File: src/rtl/xmem_bus_ctrl.sv
module xmem_bus_ctrl #(
  parameter int AW          = 16,
  parameter int DW          = 8,
  parameter int SW          = 3,
  parameter int STRETCH_RST = 1,
  parameter int GEN_BASE    = 'h0000,
  parameter int GEN_SIZE    = 2048,
  parameter int GEN_WAIT    = 0,
  parameter int CE_BASE     = 'h1000,
  parameter int CE_SIZE     = 512,
  parameter int CE_WAIT     = 6,
  parameter int CFG_BASE    = 'h2000,
  parameter int CFG_SIZE    = 256,
  parameter int CFG_WAIT    = 0
) (
  input  logic          clk,
  input  logic          rst_n,
  input  logic          req,
  input  logic          req_wr,
  input  logic          req_short,
  input  logic [AW-1:0] dptr,
  input  logic [DW-1:0] idx,
  input  logic [DW-1:0] page,
  input  logic [DW-1:0] wdata,
  input  logic          ckcon_we,
  input  logic [7:0]    ckcon_wdata,
  input  logic [DW-1:0] gen_rdata,
  input  logic [DW-1:0] ce_rdata,
  input  logic [DW-1:0] cfg_rdata,
  output logic [SW-1:0] stretch_q,
  output logic [AW-1:0] mem_addr,
  output logic [DW-1:0] mem_wdata,
  output logic          cs_gen,
  output logic          cs_ce,
  output logic          cs_cfg,
  output logic          rd_stb,
  output logic          wr_stb,
  output logic          busy,
  output logic          done,
  output logic [DW-1:0] rdata
);

  localparam int MAXW   = (GEN_WAIT > CE_WAIT) ? ((GEN_WAIT > CFG_WAIT) ? GEN_WAIT : CFG_WAIT)
                                               : ((CE_WAIT > CFG_WAIT) ? CE_WAIT : CFG_WAIT);
  localparam int MAXCNT = (1 << SW) - 1 + MAXW;
  localparam int CW     = $clog2(MAXCNT + 1);

  function automatic logic in_win(input logic [AW-1:0] a, input int base, input int size);
    return (int'(a) >= base) && (int'(a) < base + size);
  endfunction

  logic [AW-1:0] req_addr;
  logic [2:0]    hit;
  logic [CW-1:0] wait_sel;
  logic [CW-1:0] cnt_q;
  logic [2:0]    sel_q;
  logic          wr_q;
  logic          busy_q;
  logic          mapped;
  logic          start;

  assign req_addr = req_short ? {page, idx} : dptr;
  assign hit[0]   = in_win(req_addr, GEN_BASE, GEN_SIZE);
  assign hit[1]   = in_win(req_addr, CE_BASE, CE_SIZE);
  assign hit[2]   = in_win(req_addr, CFG_BASE, CFG_SIZE);
  assign start    = req & ~busy_q;

  always_comb begin
    wait_sel = '0;
    if (hit[0])      wait_sel = CW'(GEN_WAIT);
    else if (hit[1]) wait_sel = CW'(CE_WAIT);
    else if (hit[2]) wait_sel = CW'(CFG_WAIT);
  end

  always_ff @(posedge clk) begin
    if (!rst_n) begin
      stretch_q <= SW'(STRETCH_RST);
    end else if (ckcon_we) begin
      stretch_q <= ckcon_wdata[SW-1:0];
    end
  end

  always_ff @(posedge clk) begin
    if (!rst_n) begin
      busy_q    <= 1'b0;
      cnt_q     <= '0;
      sel_q     <= '0;
      wr_q      <= 1'b0;
      mem_addr  <= '0;
      mem_wdata <= '0;
    end else if (start) begin
      busy_q    <= 1'b1;
      cnt_q     <= CW'(stretch_q) + wait_sel;
      sel_q     <= hit;
      wr_q      <= req_wr;
      mem_addr  <= req_addr;
      mem_wdata <= wdata;
    end else if (busy_q) begin
      if (cnt_q == '0) busy_q <= 1'b0;
      else             cnt_q  <= cnt_q - 1'b1;
    end
  end

  assign mapped = |sel_q;
  assign busy   = busy_q;
  assign done   = busy_q && (cnt_q == '0);
  assign cs_gen = busy_q & sel_q[0];
  assign cs_ce  = busy_q & sel_q[1];
  assign cs_cfg = busy_q & sel_q[2];
  assign rd_stb = busy_q & mapped & ~wr_q;
  assign wr_stb = busy_q & mapped & wr_q;

  always_comb begin
    rdata = '0;
    if (done) begin
      if (sel_q[0])      rdata = gen_rdata;
      else if (sel_q[1]) rdata = ce_rdata;
      else if (sel_q[2]) rdata = cfg_rdata;
      else               rdata = '1;
    end
  end

endmodule


File: config.mk
export PLATFORM = sky130hd
export DESIGN_NAME = xmem_bus_ctrl
export DESIGN_NICKNAME = d
export VERILOG_FILES = /design/src/rtl/xmem_bus_ctrl.sv
export SDC_FILE = /design/constraint.sdc
export NUM_CORES = 1
export LEC_CHECK = 0
export CAP_MARGIN = 20
export CORE_ASPECT_RATIO = 0.75
export CORE_MARGIN = 4
export CORE_UTILIZATION = 34
export CTS_BUF_LIST = sky130_fd_sc_hd__clkbuf_2
export DETAILED_ROUTE_END_ITERATION = 16
export PLACE_DENSITY = 0.83
export SETUP_SLACK_MARGIN = 0.4
export SLEW_MARGIN = 5
export SYNTH_ARGS = -nofsm -noshare
export SYNTH_HDL_FRONTEND = slang
export SYNTH_SLANG_ARGS = --single-unit
File: constraint.sdc
create_clock -name clk -period 2.5 [get_ports clk]
set_input_delay 0.625 -clock clk [delete_from_list [all_inputs] [get_ports clk]]
set_output_delay 0.625 -clock clk [all_outputs]
set_load 0.1 [all_outputs]
# [Word level (Yosys, flattened, before mapping)]
# Index checks and enable logic that the tools add are counted.
[totals] inputBits=78 latch_bits=0 out_inout_bits=42 ram_bits=0 wordCells=44 romBits=0 mem_count=0 regBits=36
[classes] order_cmp=5 bitwise=9 mux=13 n_reduce_logical=7 shift=0 n_div=0 eq_ne=1 mul=0 addsub=2
[op_table] cell="2-to-1 mux 8 bit" count=4
[op_table] cell="greater-or-equal comparator 16 x 13 -> 1 bit (second input constant)" count=1
[op_table] cell="greater-or-equal comparator 16 x 14 -> 1 bit (second input constant)" count=1
[op_table] cell="< comparator 16 x 12 -> 1 bit (second input constant)" count=1
[op_table] cell="< comparator 16 x 13 -> 1 bit (second input constant)" count=1
[op_table] cell="< comparator 16 x 14 -> 1 bit (second input constant)" count=1
[op_table] cell="2-to-1 mux 16 bit" count=1
[op_table] cell="2-to-1 mux 4 bit" count=3
[op_table] cell="bitwise AND 1 bit" count=7
[op_table] cell="2-to-1 mux 3 bit" count=2
[op_table] cell="adder 3 x 4 -> 4 bit" count=1
[op_table] cell="logical NOT 4 bit" count=1
[op_table] cell="subtractor 4 x 1 -> 4 bit (second input constant)" count=1
[op_table] cell="logical AND 1 bit" count=3
[op_table] cell="2-to-1 mux 1 bit" count=3
[op_table] cell="OR reduction 3 bit" count=1
[op_table] cell="inequality test 2 bit (second input constant)" count=1
[op_table] cell="inverter 1 bit" count=2
[op_table] cell="AND reduction 2 bit" count=1
[op_table] cell="nonzero test 2 bit" count=1

# [Longest topological paths before layout]
[depth] depth_word=7 mapped_depth=10 ltp_nobuf=8

# [Worst setup path before layout]
# OpenSTA, ideal clock, no wires.
[synth_path] path_kind="register to output" from="register busy_q, in the netlist busy" to="output port wr_stb" stages_incl_launch_ff=4 path_buffers=0 arrival_time_ps=3474 required_ps=1875 path_slack_ps=-1599 cell_sequence="dfxtp_1 -> and2_1 -> nor3_1 -> nor2b_1"
[synth_between] elab_chain_cells=2
[synth_rtl] element="from (decl)" line="58" source="logic busy_q;"
[synth_rtl] element="from (signal assigned)" line="85" source="busy_q <= 1'b0;"
[synth_rtl] element="from (signal assigned)" line="92" source="busy_q <= 1'b1;"
[synth_rtl] element="from (signal assigned)" line="99" source="if (cnt_q == '0) busy_q <= 1'b0;"
[synth_rtl] element="bitwise AND 1 bit (2 in series)" line="111" source="assign wr_stb = busy_q & mapped & wr_q;"
[synth_rtl] element="to (decl)" line="37" source="output logic wr_stb,"
# Every way passes these cells.

# [Worst setup path in the final report]
[layout_path] from="input port ce_rdata[4]" to="output port rdata[4]"
[layout_between] elab_chain_cells=3
[layout_rtl] element="from (decl)" line="28" source="input logic [DW-1:0] ce_rdata,"
[layout_rtl] element="2-to-1 mux 8 bit" line="117" source="else if (sel_q[1]) rdata = ce_rdata;"
[layout_rtl] element="2-to-1 mux 8 bit" line="116" source="if (sel_q[0]) rdata = gen_rdata;"
[layout_rtl] element="2-to-1 mux 8 bit" line="115" source="if (done) begin"
[layout_rtl] element="to (decl)" line="40" source="output logic [DW-1:0] rdata"
# Every way passes these cells.

==> flow_metrics.py <==
metrics = {
    "drt": {
        "routed_wire_length_per_instance_um": 15.4,
        "detail_route.iter0.violations": 45,
        "route.detailed.vias_per_inst": 5.00,
        "drt_pass1_iterations": 4,
        "drc": 0,
        "post_route_ant_nets": 0,
        "vias": 2174,
        "routed_wl_um": 6690,
    },
    "worst_setup_path": {
        "critical_path.n_buffers_inverters": 2,
        "r2r_setup_slack_ns": 0.77,
        "worst_path_largest_cell_delay_ns": 0.48,
        "launch_point_of_the_worst_path": "ce_rdata[4]",
        "cp.required_ns": 1.88,
        "critical_path.reg2reg.startpoint": "cnt_q[1]$_SDFFE_PN0P_",
        "cell_breakdown_of_the_critical_path": "clkdlybuf4s50_1, o22ai_1, o21a_1, nor2_4, buf_12",
        "worst_path_max_delay_cell": "sky130_fd_sc_hd__clkdlybuf4s50_1",
        "timing.critical_path.arrival_ns": 1.69,
        "worstSetupStartpointType": "input pin",
        "critical_path_peak_fanout": 1,
        "cpLargestDelayFamily": "buffers and inverters",
        "timing_worst_setup_path_type": "in2out",
        "kind_of_end_point_of_the_critical_path": "output pin",
    },
    "timing": {
        "setup_repair_after_global_routing_missed_its_margin": "true",
        "max_clock_freq_mhz": 431,
        "finalHoldViolCount": 0,
        "slew_headroom": 0.759,
        "finalWorstPathRequiredPeriod_ns": 2.32,
        "final_max_tran_viols": 0,
        "setup_skew_after_layout_ns": 0.0357,
        "post-route-worst-setup-slack_ns": 0.182,
        "setup_violations": 0,
        "timing_worst_slew_pin_value_ns": 0.361,
        "finalSetupTns_ns": 0,
        "worst_hold_slack_ns": 0.468,
        "finalCritPeriodShare": 0.927,
    },
    "clock_tree": {
        "clkTransAtPathRegs_ns": 0.18,
        "clock_insertion_delay_worst_skew_ns": 0.43,
        "ctsLongestPathBuffers": 2,
        "cts_root_buffer": "sky130_fd_sc_hd__clkbuf_2",
        "clock_tree.htree_level_count": 2,
        "cts_tree": "done",
        "clock_sink_count": 36,
        "cts-buffers-inserted": 5,
    },
    "global_route": {
        "grt-ovfl-total": 0,
        "grt_first_pass_wirelength_um": 10600,
        "first_global_vias": 2234,
        "grt_antenna_before_repair": 0,
        "groute.usage.overall": 0.198,
        "grt_start_max_net_pins": 39,
    },
    "finish": {
        "layout.nets": 444,
        "n_fill_cell": 375,
        "antenna_cells": 0,
        "fraction_of_final_layout_cells_with_drive_strength_greater_than_1": 0.331,
        "layout.core_utilization": 0.701,
        "area.growth.synth_to_final_pct": 92.6,
    },
    "place": {
        "gp_congestion": 0.833,
        "io_buffer_count": 114,
        "dp_slack_ns": -0.227,
        "detailed_placement_wirelength_estimate_um": 4830,
    },
    "power_and_ir_drop": {
        "vdd.ir_drop.worst_uv": 284,
        "part_of_the_total_power_dissipated_in_combinational_logic": 0.524,
        "power-per-cell-area_nw_per_um2": 555,
        "total_power_mw": 1.98,
        "clock_power_share": 0.143,
        "power.switching_uw": 911,
        "leakage_nw": 1.54,
        "seq_power_share": 0.333,
        "internal_power_mw": 1.07,
        "netSwitchingFraction": 0.459,
    },
    "synth": {
        "synth-edff-count": 0,
        "synthesis.area_per_instance_um2": 8.13,
        "syn_inst": 228,
        "ys_dominant_reg_cell": "sky130_fd_sc_hd__dfxtp_1",
        "synth-seq-area-share": 0.389,
        "ys.warnings.count": 0,
        "ys_types": 37,
        "async_reset_ff_frac": 0,
        "post_syn_nets": 310,
        "post_synth_instance_area_um2": 1850,
        "yosys_register_bits": 36,
    },
    "die": {
        "floorplan.initialDensity": 0.364,
        "ios": 120,
        "dieArea_um2": 6710,
        "die_w_um": 93.3,
        "fp.dieH_um": 72.0,
        "core_um2": 5090,
        "placementRows": 22,
    },
    "status": {
        "status": "complete, no violations",
    },
    "worst_hold_path": {
        "class_of_the_most_critical_hold_timing_path": "reg2reg",
        "holdCritStartpoint": "mem_wdata[1]$_SDFFE_PN0P_",
    },
    "flow_run": {
        "drv_cap": 0,
    },
}
==> per-layer routing <==
metal  share of wire  vias up  GRT usage
met5               0        -          0
met1            0.41     1012      0.224
met4           0.015        0     0.0650
met2            0.47       81      0.338
met3            0.10       11     0.0839
li1                -     1070          -
==> path summary, 6_finish.rpt <==
kind / endpoint / depth (start not counted)
worst max-delay path: rdata[4] / 5
worst min-delay path: mem_wdata[1]$_SDFFE_PN0P_ / 2
worst max register to register: cnt_q[3]$_SDFFE_PN0P_ / 9
worst min register to register: mem_wdata[1]$_SDFFE_PN0P_ / 2
==> per-stage QoR <==
| stage | area [µm²] | instances |
|---|---|---|
| global route | 3570 | 435 |
| CTS | 3530 | 435 |
| global placement | 3320 | 416 |
| detailed placement | 3320 | 416 |
| finish | 3570 | 435 |
| floorplan | 2000 | 228 |
==> cell type report <==
type	instances	area, µm²	area share
multi-input cells	170	1230	0.345
clock inverters	3	18.8	0.00526
flip-flops and latches	36	733	0.205
well taps	72	90.1	0.0252
clock buffers	5	25.0	0.00701
repair buffers	143	1450	0.405
inverters	6	27.5	0.00771
==> cell usage in the layout, fill, tap and decap left out, types with 2 or more instances in the layout <==
master,instances
sky130_fd_sc_hd__a211oi_1,16
sky130_fd_sc_hd__a21oi_1,16
sky130_fd_sc_hd__and2_4,3
sky130_fd_sc_hd__buf_12,13
sky130_fd_sc_hd__buf_4,55
sky130_fd_sc_hd__clkbuf_2,5
sky130_fd_sc_hd__clkdlybuf4s50_1,55
sky130_fd_sc_hd__clkinv_2,3
sky130_fd_sc_hd__dfxtp_1,30
sky130_fd_sc_hd__dfxtp_2,4
sky130_fd_sc_hd__dfxtp_4,2
sky130_fd_sc_hd__dlygate4sd2_1,8
sky130_fd_sc_hd__dlymetal6s2s_1,8
sky130_fd_sc_hd__inv_1,2
sky130_fd_sc_hd__inv_2,2
sky130_fd_sc_hd__mux2i_1,18
sky130_fd_sc_hd__nand2_1,32
sky130_fd_sc_hd__nand2b_1,2
sky130_fd_sc_hd__nor2_1,24
sky130_fd_sc_hd__nor2_2,2
sky130_fd_sc_hd__nor2_4,9
sky130_fd_sc_hd__nor2b_4,2
sky130_fd_sc_hd__nor3_1,3
sky130_fd_sc_hd__nor3_2,2
sky130_fd_sc_hd__o21a_1,8
sky130_fd_sc_hd__o21ai_0,3
sky130_fd_sc_hd__o22ai_1,5
sky130_fd_sc_hd__o22ai_2,3
==> registers in the layout, summed over array words and instances, names as in the netlist <==
signal and flops:
mem_addr 16, mem_wdata 8, cnt_q 4, sel_q 3, stretch_q 3, busy 1
wr_q 1
==> synth_stat cells, types with 2 or more instances <==
| master | n | area share |
|---|---|---|
| sky130_fd_sc_hd__nand2b_1 | 3 | 0.010 |
| sky130_fd_sc_hd__dfxtp_1 | 36 | 0.39 |
| sky130_fd_sc_hd__mux2i_1 | 18 | 0.097 |
| sky130_fd_sc_hd__clkbuf_1 | 10 | 0.020 |
| sky130_fd_sc_hd__ha_1 | 3 | 0.020 |
| sky130_fd_sc_hd__and2_1 | 3 | 0.010 |
| sky130_fd_sc_hd__o22ai_1 | 8 | 0.027 |
| sky130_fd_sc_hd__o21a_1 | 8 | 0.032 |
| sky130_fd_sc_hd__a21oi_1 | 17 | 0.046 |
| sky130_fd_sc_hd__nor3_1 | 6 | 0.016 |
| sky130_fd_sc_hd__buf_4 | 2 | 0.0081 |
| sky130_fd_sc_hd__nor2_1 | 35 | 0.071 |
| sky130_fd_sc_hd__buf_2 | 2 | 0.0054 |
| sky130_fd_sc_hd__a211oi_1 | 16 | 0.065 |
| sky130_fd_sc_hd__nand2_1 | 32 | 0.065 |
| sky130_fd_sc_hd__nor2b_1 | 2 | 0.0067 |
| sky130_fd_sc_hd__inv_1 | 5 | 0.010 |
| sky130_fd_sc_hd__o21ai_0 | 3 | 0.0081 |
==> power by group through the flow <==
| stage | combinational, mW | clock (mW) | sequential [mW] |
|---|---|---|---|
| detailed placement | 0.975 | 0 | 0.672 |
| global placement | 0.964 | 0 | 0.670 |
| finish | 1.04 | 0.284 | 0.660 |
| global route | 1.08 | 0.317 | 0.667 |
| floorplan | 0.361 | 0 | 0.942 |
| CTS | 1.04 | 0.292 | 0.659 |
==> worst reg2reg max path, stage by stage, from the launching register on <==
cell	delay [ns]
sky130_fd_sc_hd__dfxtp_2	0.38
sky130_fd_sc_hd__inv_2	0.07
sky130_fd_sc_hd__ha_4	0.14
sky130_fd_sc_hd__nand4bb_4	0.15
sky130_fd_sc_hd__clkbuf_16	0.19
sky130_fd_sc_hd__buf_4	0.14
sky130_fd_sc_hd__o21ai_0	0.08
sky130_fd_sc_hd__buf_4	0.18
sky130_fd_sc_hd__nor2_1	0.07
sky130_fd_sc_hd__a32o_1	0.22
==> timing repair <==
item	CTS	global route
hold endpoints to repair	0	0
pin swaps	18	15
hold buffers	0	0
setup buffers	10	0
gates cloned	1	0
setup endpoints to repair	14	13
gates resized for setup	29	15
==> cells by family (layout without fill, tap and decap cells) <==
group	after synthesis	in the layout	synth area share
xor+xnor	1	1	0.00472
simple gates	88	88	0.214
fa+ha+maj	4	4	0.0310
buf+inv	22	157	0.0540
compound gates	59	59	0.211
mux	18	18	0.0972
flops	36	36	0.389
No activity file was read; power rests on OpenSTA's default activity.
